--- src/rtl/burst_seq_pkg.sv ---
`timescale 1ns/1ps
package burst_seq_pkg;

  typedef enum logic [1:0] {
    ST_IDLE,
    ST_LAT,
    ST_BURST,
    ST_STALL
  } seq_state_e;

  localparam logic [31:0] MIX_MUL = 32'h9E37_79B1;
  localparam logic [31:0] MIX_XOR = 32'h5A5A_C3C3;

  // computed array contents
  function automatic logic [31:0] word_of(input logic [31:0] a);
    return (a * MIX_MUL) ^ MIX_XOR;
  endfunction

endpackage

--- src/rtl/burst_array.sv ---
`timescale 1ns/1ps
module burst_array #(
  parameter int ADDR_W = 8,
  parameter int DATA_W = 16
) (
  input  logic              clk_i,
  input  logic              rst_ni,
  input  logic              rd_en_i,
  input  logic [ADDR_W-1:0] rd_addr_i,
  output logic [DATA_W-1:0] rd_data_o
);
  import burst_seq_pkg::*;

  logic [31:0]       word_full;
  logic [DATA_W-1:0] data_q;

  always_comb word_full = word_of(32'(rd_addr_i));

  always_ff @(posedge clk_i or negedge rst_ni) begin
    if (!rst_ni)      data_q <= '0;
    else if (rd_en_i) data_q <= word_full[DATA_W-1:0];
  end

  assign rd_data_o = data_q;

endmodule

--- src/rtl/burst_ctrl.sv ---
`timescale 1ns/1ps
module burst_ctrl #(
  parameter int ADDR_W   = 8,
  parameter int CFG_W    = 3,
  parameter int MIN_WAIT = 2,
  parameter int GRP_W    = 3,
  parameter int OFF_W    = 2
) (
  input  logic              clk_i,
  input  logic              rst_ni,
  input  logic              ce_i,
  input  logic              strobe_i,
  input  logic [ADDR_W-1:0] addr_i,
  input  logic [CFG_W-1:0]  wait_cfg_i,
  input  logic              rdy_same_i,
  output logic              issue_o,
  output logic [ADDR_W-1:0] ptr_o,
  output logic              same_o,
  output logic              restart_o
);
  import burst_seq_pkg::*;

  localparam logic [CFG_W-1:0] WAIT_FLOOR = CFG_W'(MIN_WAIT);
  localparam logic [CFG_W-1:0] ONE        = CFG_W'(1);
  localparam logic [GRP_W-1:0] GRP_LAST   = '1;

  seq_state_e        state_q;
  logic [ADDR_W-1:0] ptr_q;
  logic [CFG_W-1:0]  cnt_q;
  logic [OFF_W-1:0]  off_q;
  logic              crossed_q;
  logic              issue_q;
  logic              same_q;
  logic              strobe_hit;
  logic [CFG_W-1:0]  eff_wait;
  logic              at_cross;

  assign strobe_hit = ce_i & strobe_i;
  assign eff_wait   = (wait_cfg_i < WAIT_FLOOR) ? WAIT_FLOOR : wait_cfg_i;
  assign at_cross   = (ptr_q[GRP_W-1:0] == GRP_LAST) && (off_q != '0) && !crossed_q;

  always_ff @(posedge clk_i or negedge rst_ni) begin
    if (!rst_ni) begin
      state_q   <= ST_IDLE;
      ptr_q     <= '0;
      cnt_q     <= '0;
      off_q     <= '0;
      crossed_q <= 1'b0;
      issue_q   <= 1'b0;
      same_q    <= 1'b1;
    end else if (!ce_i) begin
      state_q <= ST_IDLE;
      issue_q <= 1'b0;
    end else if (strobe_hit) begin
      state_q   <= ST_LAT;
      ptr_q     <= addr_i;
      cnt_q     <= eff_wait - ONE;
      off_q     <= addr_i[OFF_W-1:0];
      crossed_q <= 1'b0;
      issue_q   <= 1'b0;
      same_q    <= rdy_same_i;
    end else begin
      unique case (state_q)
        ST_LAT: begin
          if (cnt_q == ONE) begin
            issue_q <= 1'b1;
            state_q <= ST_BURST;
          end else begin
            cnt_q <= cnt_q - ONE;
          end
        end
        ST_BURST: begin
          if (issue_q) begin
            ptr_q <= ptr_q + ADDR_W'(1);
            if (at_cross) begin
              issue_q   <= 1'b0;
              cnt_q     <= CFG_W'(off_q);
              crossed_q <= 1'b1;
              state_q   <= ST_STALL;
            end
          end
        end
        ST_STALL: begin
          if (cnt_q == ONE) begin
            issue_q <= 1'b1;
            state_q <= ST_BURST;
          end else begin
            cnt_q <= cnt_q - ONE;
          end
        end
        default: issue_q <= 1'b0;
      endcase
    end
  end

  assign issue_o   = issue_q;
  assign ptr_o     = ptr_q;
  assign same_o    = same_q;
  assign restart_o = strobe_hit;

  p_abort_idle_r6: assert property (@(posedge clk_i) disable iff (!rst_ni)
    !ce_i |=> (state_q == ST_IDLE) && !issue_q);

  p_ptr_ascend_r3: assert property (@(posedge clk_i) disable iff (!rst_ni)
    (issue_q && ce_i && !strobe_i) |=> ptr_q == $past(ptr_q) + ADDR_W'(1));

  p_stall_offset_r5: assert property (@(posedge clk_i) disable iff (!rst_ni)
    (state_q == ST_STALL) |-> (off_q != '0) && crossed_q && !issue_q);

  p_lat_quiet_r1: assert property (@(posedge clk_i) disable iff (!rst_ni)
    (state_q == ST_LAT) |-> (cnt_q >= ONE) && !issue_q);

  p_restart_r8: assert property (@(posedge clk_i) disable iff (!rst_ni)
    strobe_hit |=> (state_q == ST_LAT) && !issue_q && !crossed_q);

endmodule

--- src/rtl/burst_ready.sv ---
`timescale 1ns/1ps
module burst_ready (
  input  logic clk_i,
  input  logic rst_ni,
  input  logic ce_i,
  input  logic oe_i,
  input  logic strobe_hit_i,
  input  logic issue_i,
  input  logic same_i,
  output logic rdy_o,
  output logic data_oe_o
);

  logic valid_q;
  logic oe_q;

  always_ff @(posedge clk_i or negedge rst_ni) begin
    if (!rst_ni) begin
      valid_q <= 1'b0;
      oe_q    <= 1'b0;
    end else begin
      valid_q <= issue_i & ce_i & ~strobe_hit_i;
      oe_q    <= ce_i & oe_i;
    end
  end

  // early mode shows the fetch one cycle ahead of its data
  assign rdy_o     = same_i ? valid_q : issue_i;
  assign data_oe_o = oe_q;

  p_oe_follow_r7: assert property (@(posedge clk_i) disable iff (!rst_ni)
    !ce_i |=> !data_oe_o && !rdy_o);

  p_early_lead_r2: assert property (@(posedge clk_i) disable iff (!rst_ni)
    (!same_i && rdy_o && ce_i && !strobe_hit_i) |=> valid_q);

endmodule

--- src/rtl/burst_read_seq.sv ---
`timescale 1ns/1ps
module burst_read_seq #(
  parameter int ADDR_W   = 8,
  parameter int DATA_W   = 16,
  parameter int CFG_W    = 3,
  parameter int MIN_WAIT = 2,
  parameter int GRP_W    = 3,
  parameter int OFF_W    = 2
) (
  input  logic              clk_i,
  input  logic              rst_ni,
  input  logic              ce_i,
  input  logic              addr_strobe_i,
  input  logic              oe_i,
  input  logic [ADDR_W-1:0] addr_i,
  input  logic [CFG_W-1:0]  wait_cfg_i,
  input  logic              rdy_same_i,
  output logic [DATA_W-1:0] data_o,
  output logic              data_oe_o,
  output logic              rdy_o
);

  logic              issue;
  logic [ADDR_W-1:0] ptr;
  logic              same;
  logic              restart;

  burst_ctrl #(
    .ADDR_W  (ADDR_W),
    .CFG_W   (CFG_W),
    .MIN_WAIT(MIN_WAIT),
    .GRP_W   (GRP_W),
    .OFF_W   (OFF_W)
  ) u_ctrl (
    .clk_i     (clk_i),
    .rst_ni    (rst_ni),
    .ce_i      (ce_i),
    .strobe_i  (addr_strobe_i),
    .addr_i    (addr_i),
    .wait_cfg_i(wait_cfg_i),
    .rdy_same_i(rdy_same_i),
    .issue_o   (issue),
    .ptr_o     (ptr),
    .same_o    (same),
    .restart_o (restart)
  );

  burst_array #(
    .ADDR_W(ADDR_W),
    .DATA_W(DATA_W)
  ) u_array (
    .clk_i    (clk_i),
    .rst_ni   (rst_ni),
    .rd_en_i  (issue),
    .rd_addr_i(ptr),
    .rd_data_o(data_o)
  );

  burst_ready u_ready (
    .clk_i       (clk_i),
    .rst_ni      (rst_ni),
    .ce_i        (ce_i),
    .oe_i        (oe_i),
    .strobe_hit_i(restart),
    .issue_i     (issue),
    .same_i      (same),
    .rdy_o       (rdy_o),
    .data_oe_o   (data_oe_o)
  );

endmodule

--- config.mk ---
export PLATFORM = sky130hd
export DESIGN_NAME = burst_read_seq
export DESIGN_NICKNAME = d
export VERILOG_FILES = /design/src/rtl/burst_seq_pkg.sv /design/src/rtl/burst_array.sv /design/src/rtl/burst_ctrl.sv /design/src/rtl/burst_ready.sv /design/src/rtl/burst_read_seq.sv
export SDC_FILE = /design/constraint.sdc
export NUM_CORES = 1
export LEC_CHECK = 0
export ABC_CLOCK_PERIOD_IN_PS = 5300
export BUFFER_PORTS_ARGS = -buffer_cell sky130_fd_sc_hd__buf_2
export CAP_MARGIN = 0
export CELL_PAD_IN_SITES_DETAIL_PLACEMENT = 1
export CELL_PAD_IN_SITES_GLOBAL_PLACEMENT = 1
export CORE_MARGIN = 8
export CORE_UTILIZATION = 40
export CTS_CLUSTER_SIZE = 28
export DETAILED_ROUTE_END_ITERATION = 7
export PLACE_DENSITY = 0.68
export SLEW_MARGIN = 40
export SYNTH_ARGS = -nofsm -noshare
export SYNTH_HDL_FRONTEND = slang
export SYNTH_SLANG_ARGS = --single-unit
--- constraint.sdc ---
create_clock -name clk_i -period 5.3 [get_ports clk_i]
set_clock_uncertainty 0.2 [all_clocks]
set_input_delay 0.53 -clock clk_i [delete_from_list [all_inputs] [get_ports clk_i]]
set_output_delay 0.53 -clock clk_i [all_outputs]
set_load 0.05 [all_outputs]
[Word-level counts from Yosys, hierarchy flattened]
Index checks and enable logic that the tools add are counted.
Operators by class
  magnitude comparators: 1
  equal/unequal tests: 12
  multiplexer cells: 26
  reductions and logical operators: 14
  add/subtract/negate cells: 3
  multiply operators: 1
  bitwise gates (word level): 6
Operator list (number)
  $mul A8 B32 Y16 const B: 1
  $mux W8: 3
  $ne A4 B2 Y1 const B: 4
  $mux W3: 5
  $mux W1: 10
  $mux W2: 5
  $add A8 B1 Y8 const B: 1
  $not A8 Y8: 1
  $reduce_and A4 Y1: 2
  $reduce_bool A2 Y1: 4
  $ne A3 B1 Y1 const B: 2
  $pmux W3 S2: 1
  $sub A3 B1 Y3 const B: 2
  $reduce_and A5 Y1: 1
  $and A1 B1 Y1: 4
  $eq A2 B2 Y1 const B: 2
  $pmux W2 S2: 1
  $eq A3 B1 Y1 const B: 1
  $eq A3 B3 Y1 const B: 1
  $lt A3 B2 Y1 const B: 1
  $ne A3 B2 Y1 const B: 1
  $reduce_and A3 Y1: 1
  $reduce_bool A3 Y1: 1
  $eq A2 B1 Y1 const B: 1
  6 further kinds: 7
Storage, ports and cells
  register bits after elaboration: 36
  output and inout bits: 18
  input port bits: 17
  logic and storage cells: 73

[Depth between registers and ports, before layout]
  depth after elaboration: 8
  mapped depth: 14
  gate-level depth less buffers: 14

[Modules after synthesis]
From an unflattened synthesis, not the netlist that was laid out.
Second synthesis, totals
  cell total of the unflattened synthesis: 295
  area total of the unflattened synthesis: 2941.6 µm²
By module, submodules not included
  burst_array: sequential area each 400.4 µm², cells each 173, area each 1825.5 µm², instances 1
  burst_ctrl: sequential area each 451.7 µm², cells each 117, area each 1036.0 µm², instances 1
  burst_ready: sequential area each 50.0 µm², cells each 5, area each 80.1 µm², instances 1

[Worst setup path after synthesis]
No wires, ideal clock.
  path type: register to register
  from: reg u_ctrl.ptr_q[5] (netlist: u_ctrl.ptr_o[5])
  to: reg u_array.data_q[15] (netlist: u_array.rd_data_o[15])
  buffers on the path: 0
  arrival time: 3389 ps
  required time: 4973 ps
  period minus slack after synthesis: 3716 ps
  slack: 1584 ps
  setup time: 127 ps
  stages on the path, launching flop included: 14
  cells stage by stage: dfrtp_1 ha_1 inv_1 fa_1 inv_1 fa_1 inv_1 fa_1 inv_1 ha_1 or2_2 o32ai_2 xnor2_1 a21oi_1
On the way
  longest elaborated chain between the ends: 2
RTL lines
  start, declared: RTL line burst_ctrl.sv:28  | logic [ADDR_W-1:0] ptr_q;
  start signal, assigned: RTL line burst_ctrl.sv:56  | ptr_q <= addr_i;
  start signal, assigned: RTL line burst_ctrl.sv:74  | ptr_q <= ptr_q + ADDR_W'(1);
  $mul A8 B32 Y16: RTL line burst_seq_pkg.sv:16  | return (a * MIX_MUL) ^ MIX_XOR;
  $not A8 Y8 (no source line)
  end signal, assigned: RTL line burst_array.sv:21  | else if (rd_en_i) data_q <= word_full[DATA_W-1:0];
  end, declared: RTL line burst_array.sv:15  | logic [DATA_W-1:0] data_q;
Every way passes these cells.
A chain may end at the register's enable or synchronous reset.

[Final worst setup path]
  from: reg u_ctrl.ptr_q[2] (netlist: u_ctrl.ptr_o[2])
  to: reg u_array.data_q[13] (netlist: u_array.rd_data_o[13])
On the way
  longest elaborated chain between the ends: 1
RTL lines (RTL line)
  $mul A8 B32 Y16: burst_seq_pkg.sv:16
Every way passes these cells.

==> reports/results.tsv <==
metric	value	unit
status	finished with violations	
failing checks	hold timing	
Pwr Total	2.13	mW
htree depth	2	
gr busiest metal	met2	
# Max-Cap Violations	0	
pwr/cell area	646	nW/µm²
Initial Utilization	40.8	%
Layout Utilization	45.9	%
Hold Fails Final Rpt	13	
Fin Hold WS	-0.0125	ns
Remaining Overflow, GRT	0	
fin nets	393	
Root Driver	clkbuf_8	
Multi-input gate area	1830	µm²
Pleak	1.60	nW
Post-synth EDFFs	0	
Reg-to-Reg End	u_array.rd_data_o[13]	
Mapped Cells	284	
Unique masters post-synth	48	
CTS resizes	0	
first-pass GRT wire length	11800	µm
total number of vias	2141	
Tmin final	3.95	ns
Clock Latency Late Sink	0.29	ns
Avg WL per Cell	16.1	µm
GRT Resource Usage Total	14.6	%
cts bufs inserted	5	
sequential fraction of the synthesis area	30.8	%
GR Util met1	16.8	%
Final Max Slew Viols	0	
flip-flop and latch area	902	µm²
Critical Path Source	u_ctrl.ptr_o[2]	
Buffers on Ports	34	
f_max	253	MHz
Ports	35	
largest net degree at the start of global routing	37	
Cell Rows	31	
critical path class	reg2reg	
Die X	102	µm
Hold Crit Class	in2async	
Clock transition at path regs	0.08	ns
DR iter-0 viols	68	
ANT nets after route	0	
share of layout cells above drive strength 1	19.6	%
worst slew pin tran	0.625	ns
Max Root-Sink Buffers	2	
RSZ-0062 raised after global routing	no	
met3 Usage GRT	2.82	%
crit path to	u_array.rd_data_o[13]	
Crit path required time	5.28	ns
filler cell count	828	
average size of a mapped cell	10.3	µm²
Worst Setup End Kind	flip-flop	
Netlist Area Pre-Place	2930	µm²
Fin Setup TNS	0	ns
most frequent cells in the layout	inv_1, ha_1, dfrtp_1	
Antenna Cells	0	
Clock Sinks	36	
routability cong.	0.882	
Net Count, Synth	357	
via density per instance	5.10	
initial antenna violation count	0	
worst r2r src	u_ctrl.ptr_o[2]	
synthesized flop and latch total	36	
final worst-path cycle share	74.5	%
Reg2Reg Setup Slack	1.35	ns
vias in the first global route	2402	
DP HPWL	5450	µm
Post-synth top flop	dfrtp_1	
CP arrival	3.93	ns
cts-stage hold buffer count	0	
Worst slew margin	58.1	%
crit-path max FO	9	
drt total wl	6770	µm
Final Setup Violations	0	
postcts setup bufs	0	
Area Growth Syn to Fin	12.6	%
die area	10300	µm²
DRT Pass-1 Iters	4	
die height	102	µm
Worst VDD drop	0.196	mV
ys async rst share	100	%
CTS tree	done	
Core Region	7180	µm²
Startpoint Class	flip-flop	
Syn. warnings	0	
most common cell after layout, fill and taps aside	inv_1	
reg2reg path depth	10	
DR DRC count	0	
routing usage on met2	26.8	%
[synth_stat cells (all sizes together), types with 3 or more instances]
master | instances | area [µm²]
a21o | 3 | 30.0
a21oi | 19 | 98.9
a221o | 3 | 30.0
and2 | 3 | 21.3
buf | 5 | 26.3
dfrtp | 35 | 876
fa | 20 | 400
ha | 36 | 450
inv | 45 | 169
mux2 | 11 | 124
mux2i | 4 | 40.0
nand2 | 15 | 56.3
nand3 | 5 | 25.0
nand4 | 3 | 18.8
nor2 | 11 | 41.3
nor2b | 5 | 31.3
nor3 | 4 | 20.0
o211ai | 3 | 22.5
o21ai | 13 | 65.1
xnor2 | 12 | 105
xor2 | 3 | 26.3
[critical path: stages (launching register included)]
cell       delay [ns]
dfrtp_1          0.50
ha_1             0.42
ha_1             0.33
fa_1             0.51
fa_1             0.49
ha_1             0.44
nand3_1          0.12
o2111ai_2        0.30
a31oi_1          0.14
xnor2_1          0.13
mux2_2           0.26
[kinds of logic (layout without fill, tap and decap cells)]
family | count (synthesis) | after routing | share of synthesized area [%]
buf+inv | 51 | 88 | 6.79
xor+xnor | 15 | 15 | 4.49
flops | 36 | 36 | 30.8
compound gates | 54 | 54 | 13.2
simple gates | 57 | 57 | 10.1
mux | 15 | 15 | 5.60
fa+ha+maj | 56 | 56 | 29.0
[per-layer routing]
metal / wire (µm) / up-vias
met5: 0 / -
li1: - / 1037
met4: 74 / 0
met3: 197 / 6
met2: 3550 / 27
met1: 2950 / 1071
[worst min path at each step]
stage / endpoint / cells after the start / start
global route: u_array.rd_data_o[7] / 1 / rst_ni
global placement: u_ctrl.same_o / 2 / u_ctrl.same_o
detailed placement: u_ctrl.same_o / 2 / u_ctrl.same_o
CTS: u_array.rd_data_o[7] / 1 / rst_ni
floorplan: u_array.rd_data_o[0] / 0 / rst_ni
finish: u_array.rd_data_o[7] / 1 / rst_ni
[where the power goes]
group	internal (mW)	leakage, nW	total (mW)	switching (mW)
Combinational	0.611	1.12	1.51	0.902
Clock	0.106	0.0445	0.210	0.104
Sequential	0.352	0.435	0.405	0.0537
Total	1.07	1.60	2.13	1.06
[final cells by class]
class | count | area share (%)
Clock inverter | 1 | 0.228
Clock buffer | 7 | 2.62
Sequential cell | 36 | 27.4
Multi-Input combinational cell | 197 | 55.4
Inverter | 45 | 5.12
Timing Repair Buffer | 35 | 5.46
Tap cell | 99 | 3.76
[registers in the layout, indices dropped and copies added (netlist names)]
| signal | count |
|---|---|
| u_ctrl.ptr_o | 8 |
| u_ready.data_oe_o | 1 |
| u_ctrl.same_o | 1 |
| u_ctrl.cnt_q | 3 |
| u_array.rd_data_o | 16 |
| u_ctrl.state_q | 2 |
| u_ctrl.crossed_q | 1 |
| u_ready.valid_q | 1 |
| u_ctrl.issue_o | 1 |
| u_ctrl.off_q | 2 |
[stage by stage]
stage	hold WS, ns	std cells	setup WS, ns	instance area (µm²)
3_3_place_gp	0.254	412	1.42	3200
2_1_floorplan	0.0344	284	1.58	2930
4_1_cts	0.00405	420	1.34	3300
5_1_grt	0.0282	420	1.13	3300
3_5_place_dp	0.260	412	1.35	3200
6_report	-0.0125	420	1.35	3300
(Power assumes the default switching activity.)
